[src/rtl/kw_pkg.sv]
package kw_pkg;

  typedef enum logic [1:0] {
    KC_LOW  = 2'b00,
    KC_HIGH = 2'b01,
    KC_FALL = 2'b10,
    KC_RISE = 2'b11
  } kcond_e;

  localparam logic [3:0] CLR_CODE = 4'b1010;

  // condition met on the synchronized input (cur) given its previous value
  function automatic logic cond_hit(kcond_e c, logic cur, logic prev);
    unique case (c)
      KC_LOW:  return ~cur;
      KC_HIGH: return cur;
      KC_FALL: return prev & ~cur;
      default: return ~prev & cur;
    endcase
  endfunction

  // level-only test on a raw input, used by the clockless wake path
  function automatic logic level_hit(kcond_e c, logic raw);
    return ((c == KC_LOW) & ~raw) | ((c == KC_HIGH) & raw);
  endfunction

endpackage

[src/rtl/kw_sync.sv]
module kw_sync #(
  parameter int N      = 4,
  parameter int STAGES = 2
) (
  input  logic         clk,
  input  logic         rst_n,
  input  logic [N-1:0] d,
  output logic [N-1:0] q
);
  for (genvar i = 0; i < N; i++) begin : g_bit
    logic [STAGES-1:0] chain;
    always_ff @(posedge clk or negedge rst_n) begin
      if (!rst_n) chain <= '0;
      else        chain <= {chain[STAGES-2:0], d[i]};
    end
    assign q[i] = chain[STAGES-1];
  end
endmodule

[src/rtl/kw_detect.sv]
module kw_detect
  import kw_pkg::*;
(
  input  logic       clk,
  input  logic       rst_n,
  input  logic       en,
  input  logic [1:0] cond,
  input  logic       s,
  output logic       evt
);
  logic prev_q;

  always_ff @(posedge clk or negedge rst_n) begin
    if (!rst_n) prev_q <= 1'b0;
    else        prev_q <= s;
  end

  assign evt = en & cond_hit(kcond_e'(cond), s, prev_q);
endmodule

[src/rtl/kw_regs.sv]
module kw_regs
  import kw_pkg::*;
#(
  parameter int N  = 4,
  parameter int AW = 3
) (
  input  logic              clk,
  input  logic              rst_n,
  input  logic              bus_wr,
  input  logic [AW-1:0]     bus_addr,
  input  logic [3:0]        bus_wdata,
  output logic [N-1:0]      key_en,
  output logic [N-1:0][1:0] key_cond,
  output logic              glob_mode,
  output logic              clr_hit
);
  localparam logic [AW-1:0] MODE_ADDR = AW'(N);
  localparam logic [AW-1:0] CLR_ADDR  = AW'(N + 1);

  for (genvar i = 0; i < N; i++) begin : g_key
    always_ff @(posedge clk or negedge rst_n) begin
      if (!rst_n) begin
        key_en[i]   <= 1'b0;
        key_cond[i] <= KC_LOW;
      end else if (bus_wr && bus_addr == AW'(i)) begin
        key_en[i]   <= bus_wdata[0];
        key_cond[i] <= bus_wdata[2:1];
      end
    end
  end

  always_ff @(posedge clk or negedge rst_n) begin
    if (!rst_n)                                glob_mode <= 1'b0;
    else if (bus_wr && bus_addr == MODE_ADDR)  glob_mode <= bus_wdata[0];
  end

  assign clr_hit = bus_wr && (bus_addr == CLR_ADDR) && (bus_wdata == CLR_CODE);
endmodule

[src/rtl/keywake_ctrl.sv]
module keywake_ctrl
  import kw_pkg::*;
#(
  parameter  int NKEYS       = 4,
  parameter  int SYNC_STAGES = 2,
  localparam int AW          = $clog2(NKEYS + 2)
) (
  input  logic             clk,
  input  logic             rst_n,
  input  logic [NKEYS-1:0] key_in,
  input  logic             bus_wr,
  input  logic [AW-1:0]    bus_addr,
  input  logic [3:0]       bus_wdata,
  output logic             kw_req,
  output logic [NKEYS-1:0] pend_o
);
  logic [NKEYS-1:0]      key_en;
  logic [NKEYS-1:0][1:0] key_cond;
  logic                  glob_mode;
  logic                  clr_hit;
  logic [NKEYS-1:0]      key_s;
  logic [NKEYS-1:0]      key_evt;
  logic [NKEYS-1:0]      lvl_raw;
  logic [NKEYS-1:0]      pend_q;
  logic                  pend_req;
  logic                  async_req;

  kw_regs #(.N(NKEYS), .AW(AW)) u_regs (
    .clk(clk), .rst_n(rst_n), .bus_wr(bus_wr), .bus_addr(bus_addr),
    .bus_wdata(bus_wdata), .key_en(key_en), .key_cond(key_cond),
    .glob_mode(glob_mode), .clr_hit(clr_hit)
  );

  kw_sync #(.N(NKEYS), .STAGES(SYNC_STAGES)) u_sync (
    .clk(clk), .rst_n(rst_n), .d(key_in), .q(key_s)
  );

  for (genvar i = 0; i < NKEYS; i++) begin : g_det
    kw_detect u_det (
      .clk(clk), .rst_n(rst_n), .en(key_en[i]), .cond(key_cond[i]),
      .s(key_s[i]), .evt(key_evt[i])
    );
    assign lvl_raw[i] = key_en[i] & level_hit(kcond_e'(key_cond[i]), key_in[i]);
  end

  // new events take priority over a clear on the same edge
  always_ff @(posedge clk or negedge rst_n) begin
    if (!rst_n) pend_q <= '0;
    else        pend_q <= (clr_hit ? '0 : pend_q) | key_evt;
  end

  assign pend_req  = |(pend_q & key_en);
  assign async_req = glob_mode & (|lvl_raw);
  assign kw_req    = pend_req | async_req;
  assign pend_o    = pend_q;
endmodule

[config.mk]
export PLATFORM = sky130hd
export DESIGN_NAME = keywake_ctrl
export DESIGN_NICKNAME = d
export VERILOG_FILES = /design/src/rtl/kw_pkg.sv /design/src/rtl/kw_sync.sv /design/src/rtl/kw_detect.sv /design/src/rtl/kw_regs.sv /design/src/rtl/keywake_ctrl.sv
export SDC_FILE = /design/constraint.sdc
export NUM_CORES = 1
export LEC_CHECK = 0
export BUFFER_PORTS_ARGS = -buffer_cell sky130_fd_sc_hd__buf_2
export CAP_MARGIN = 10
export CORE_MARGIN = 2
export CORE_UTILIZATION = 35
export CTS_BUF_LIST = sky130_fd_sc_hd__clkbuf_16
export DETAILED_ROUTE_END_ITERATION = 10
export GPL_TIMING_DRIVEN = 0
export HOLD_SLACK_MARGIN = 0.05
export SLEW_MARGIN = 5
export SYNTH_ARGS = -nofsm -noshare
export SYNTH_HDL_FRONTEND = slang
export SYNTH_SLANG_ARGS = --single-unit
[constraint.sdc]
create_clock -name clk -period 1.1 [get_ports clk]
set_clock_uncertainty 0.15 [all_clocks]
set_input_delay 0 -clock clk [delete_from_list [all_inputs] [get_ports clk]]
set_output_delay 0 -clock clk [all_outputs]
set_load 0.1 [all_outputs]
==> summary.md <==
| Metric | Value |
|---|---|
| Status | `finished with violations` |
| Failing checks | `negative setup slack` |
| Yosys warning count | `0` |
| Placed cell area | `1360 sq um` |
| Clock Tree Buf Depth | `2` |
| Routed len/inst | `14.4 um` |
| Mux cell area share after synthesis | `12.3%` |
| Initial drt markers | `24` |
| Antenna violations before repair | `0` |
| Worst Tran Pin Value | `0.385 ns` |
| Die area | `3880 sq um` |
| Synth cell types | `20` |
| Fmax | `0.579 GHz` |
| VDD IR-drop max | `0.000674 V` |
| Clock slew at reported path FFs | `0.04 ns` |
| Finished Cell Area | `1750 sq um` |
| Core footprint | `3310 sq um` |
| Post-Syn Area | `1190 sq um` |
| H-tree depth | `2` |
| GRT Total Usage | `15.3%` |
| Synth Net Count | `99` |
| Critical Path Fanout Max | `2` |
| Synth Area in Simple Gates | `16.3%` |
| Largest net degree at the start of global routing | `30` |
| Vias | `815` |
| Pwr/cell area | `1840 nW/um^2` |
| WHS | `0.00803 ns` |
| Final Util | `52.9%` |
| Layout Area Growth over Synthesis | `47.1%` |
| MaxCap Viol Count | `0` |
| RSZ-0062 raised after global routing | `true` |
| Final min period | `1.73 ns` |
| Cts hold-fix bufs | `8` |
| Cell Rows | `21` |
| Port bufs | `18` |
| Final ANT Viol Nets | `0` |
| Adder-cell share of the synthesized area | `0%` |
| Setup crit start kind | `register` |
| Root Driver | `clkbuf_16` |
| Vias per inst | `4.85` |
| Static Leakage | `0.000762 uW` |
| # IOs | `19` |
| Setup ws final | `-0.627 ns` |
| Vias in the first global route | `905` |
| Seq cells post-synth | `29` |
| Largest family of logic cells by synthesized area | `simple AND/OR/NAND/NOR gates` |
| Overall power | `3220 uW` |
| Fillers | `293` |
| GPL Wtd Cong | `0.718` |
| Final nets | `136` |
| Setup Viol. Count Final | `6` |
| CTS sink cnt | `29` |
| Worst Hold Class | `in -> reg` |
| DRT Pass-1 Iters | `4` |
| Synth Instances | `85` |
| Crit. End Element | `primary output` |
| Post-route DRC | `0` |
| Multi-input gate area | `534 sq um` |
| Reg-to-reg setup timing slack | `-0.16 ns` |
| # diodes | `0` |
| XOR/XNOR share of the synthesized area | `2.94%` |
| CTS tree | `done` |
| Worst-Skew Late Latency | `0.27 ns` |
| Detail Placement HPWL | `1.59 mm` |
| First-pass GRT wire length | `4.33 mm` |
| Gr ovfl total | `0` |
| Relative slew margins | `74.3%` |
| Slew Limit Fails | `0` |
| Post-synthesis compound-gate area fraction | `7.47%` |
| Crit share post-route | `157%` |
| Register area share after synthesis | `61.0%` |
| Detailed-route wire length | `2.41 mm` |
| Worst path required time | `0.95 ns` |
| CP arrival | `1.58 ns` |
| Hold Violations, Final | `0` |
| FF/Latch Area | `741 sq um` |
| Die Span Y | `62.3 um` |
| Die Wd | `62.3 um` |
| TritonCTS buffer count | `5` |
| Initial Utilization | `35.9%` |
| Avg Cell Area, Syn | `14.0 sq um` |
| Kind of critical path | `reg -> out` |
| Layout cell share with drive strength beyond 1 | `43.4%` |
==> flip-flops by register name, indices dropped and copies added, names as in the netlist <==
name,count
pend_o,4
u_regs.key_cond,8
u_regs.glob_mode,1
u_regs.key_en,4
u_sync.g_bit.chain,8
g_det.u_det.prev_q,4
==> where the power goes <==
part           total (uW)  switching (uW)  internal, uW  leakage (uW)
registers            1340             125          1210      0.000332
logic                 678             333           345      0.000361
clock network        1210             408           801     0.0000685
total                3220             866          2360      0.000762
==> final timing paths <==
kind,endpoint,start,depth (start not counted)
setup reg to reg,pend_o[2],u_regs.key_cond[4],5
hold reg to reg,u_sync.g_bit[0].chain[1],u_sync.g_bit[0].chain[0],0
min in group asynchronous,g_det[1].u_det.prev_q,rst_n,2
hold / removal,pend_o[2],bus_addr[2],3
setup / recovery,kw_req,u_regs.key_cond[4],5
max in group asynchronous,pend_o[3],rst_n,2
==> through the flow <==
| step | setup TNS [ns] | cells | worst slack [ns] |
|---|---|---|---|
| after floorplan | -0.574 | 85 | -0.535 |
| after global placement | -0.936 | 149 | -0.546 |
| after detailed placement | -1.03 | 149 | -0.528 |
| after CTS | -0.788 | 167 | -0.638 |
| after global routing | -1.35 | 168 | -0.761 |
| final | -0.919 | 168 | -0.627 |
==> what timing repair did <==
item,in CTS,in global routing
buffers inserted,3,1
hold endpoints to repair,50,6
pin swaps,4,1
setup endpoints to repair,8,12
resized for setup,22,13
==> cell usage in the layout (no fill, tap or decap), types with 2 or more instances in the layout <==
master,n
a22o_1,4
a22oi_1,2
buf_12,5
buf_2,12
buf_4,2
buf_6,2
clkbuf_16,5
dfrtp_1,25
dfrtp_4,4
dlygate4sd3_1,8
mux2_1,7
mux2_2,5
nand2_1,6
nand3_1,2
nand3_2,3
nor2b_1,3
nor2b_2,2
nor3b_1,3
o31ai_2,2
xor2_1,4
==> critical path, cell delays in order, from the launching register on <==
cell	delay [ns]
dfrtp_1	0.39
xor2_1	0.14
nor3b_1	0.08
o41ai_2	0.36
nand3_2	0.15
buf_12	0.19
==> logic make-up after synthesis <==
| family | Yosys count |
|---|---|
| flops | 29 |
| simple gates | 28 |
| xor+xnor | 4 |
| mux | 13 |
| compound gates | 11 |
==> synthesized netlist by cell type <==
| library cell | number | area share (%) |
|---|---|---|
| dfrtp_1 | 29 | 61 |
| mux2_1 | 8 | 7.6 |
| nand2_1 | 6 | 1.9 |
| nand3_1 | 6 | 2.5 |
| mux2_2 | 5 | 4.7 |
| a22o_1 | 4 | 2.9 |
| nor2b_1 | 4 | 2.1 |
| nor3b_1 | 4 | 2.5 |
| o31ai_1 | 4 | 2.5 |
| xor2_1 | 4 | 2.9 |
| a22oi_1 | 2 | 1.3 |
| and2_4 | 1 | 0.74 |
| and4bb_1 | 1 | 1.1 |
| nand4_2 | 1 | 1.1 |
| nor2_2 | 1 | 0.53 |
| nor2b_2 | 1 | 0.74 |
| nor2b_4 | 1 | 1.2 |
| nor3_1 | 1 | 0.42 |
| nor3b_4 | 1 | 1.6 |
| o41ai_1 | 1 | 0.74 |
==> area by class of cell <==
class	instances	share of cell area [%]
clock buffers	5	7.15
multi-input cells	56	30.5
clock inverters	2	0.429
flip-flops and latches	29	42.3
well taps	46	3.29
repair buffers	30	16.3
==> per-layer routing <==
| layer | vias to the layer above | share of wire, % | GRT usage, % |
|---|---|---|---|
| met1 | 399 | 40 | 16.3 |
| met3 | 8 | 6.4 | 7.43 |
| met4 | 0 | 4.5 | 13.1 |
| met5 | - | 0 | 0 |
| li1 | 384 | - | - |
| met2 | 24 | 50 | 22.8 |
(Power assumes the default switching activity.)
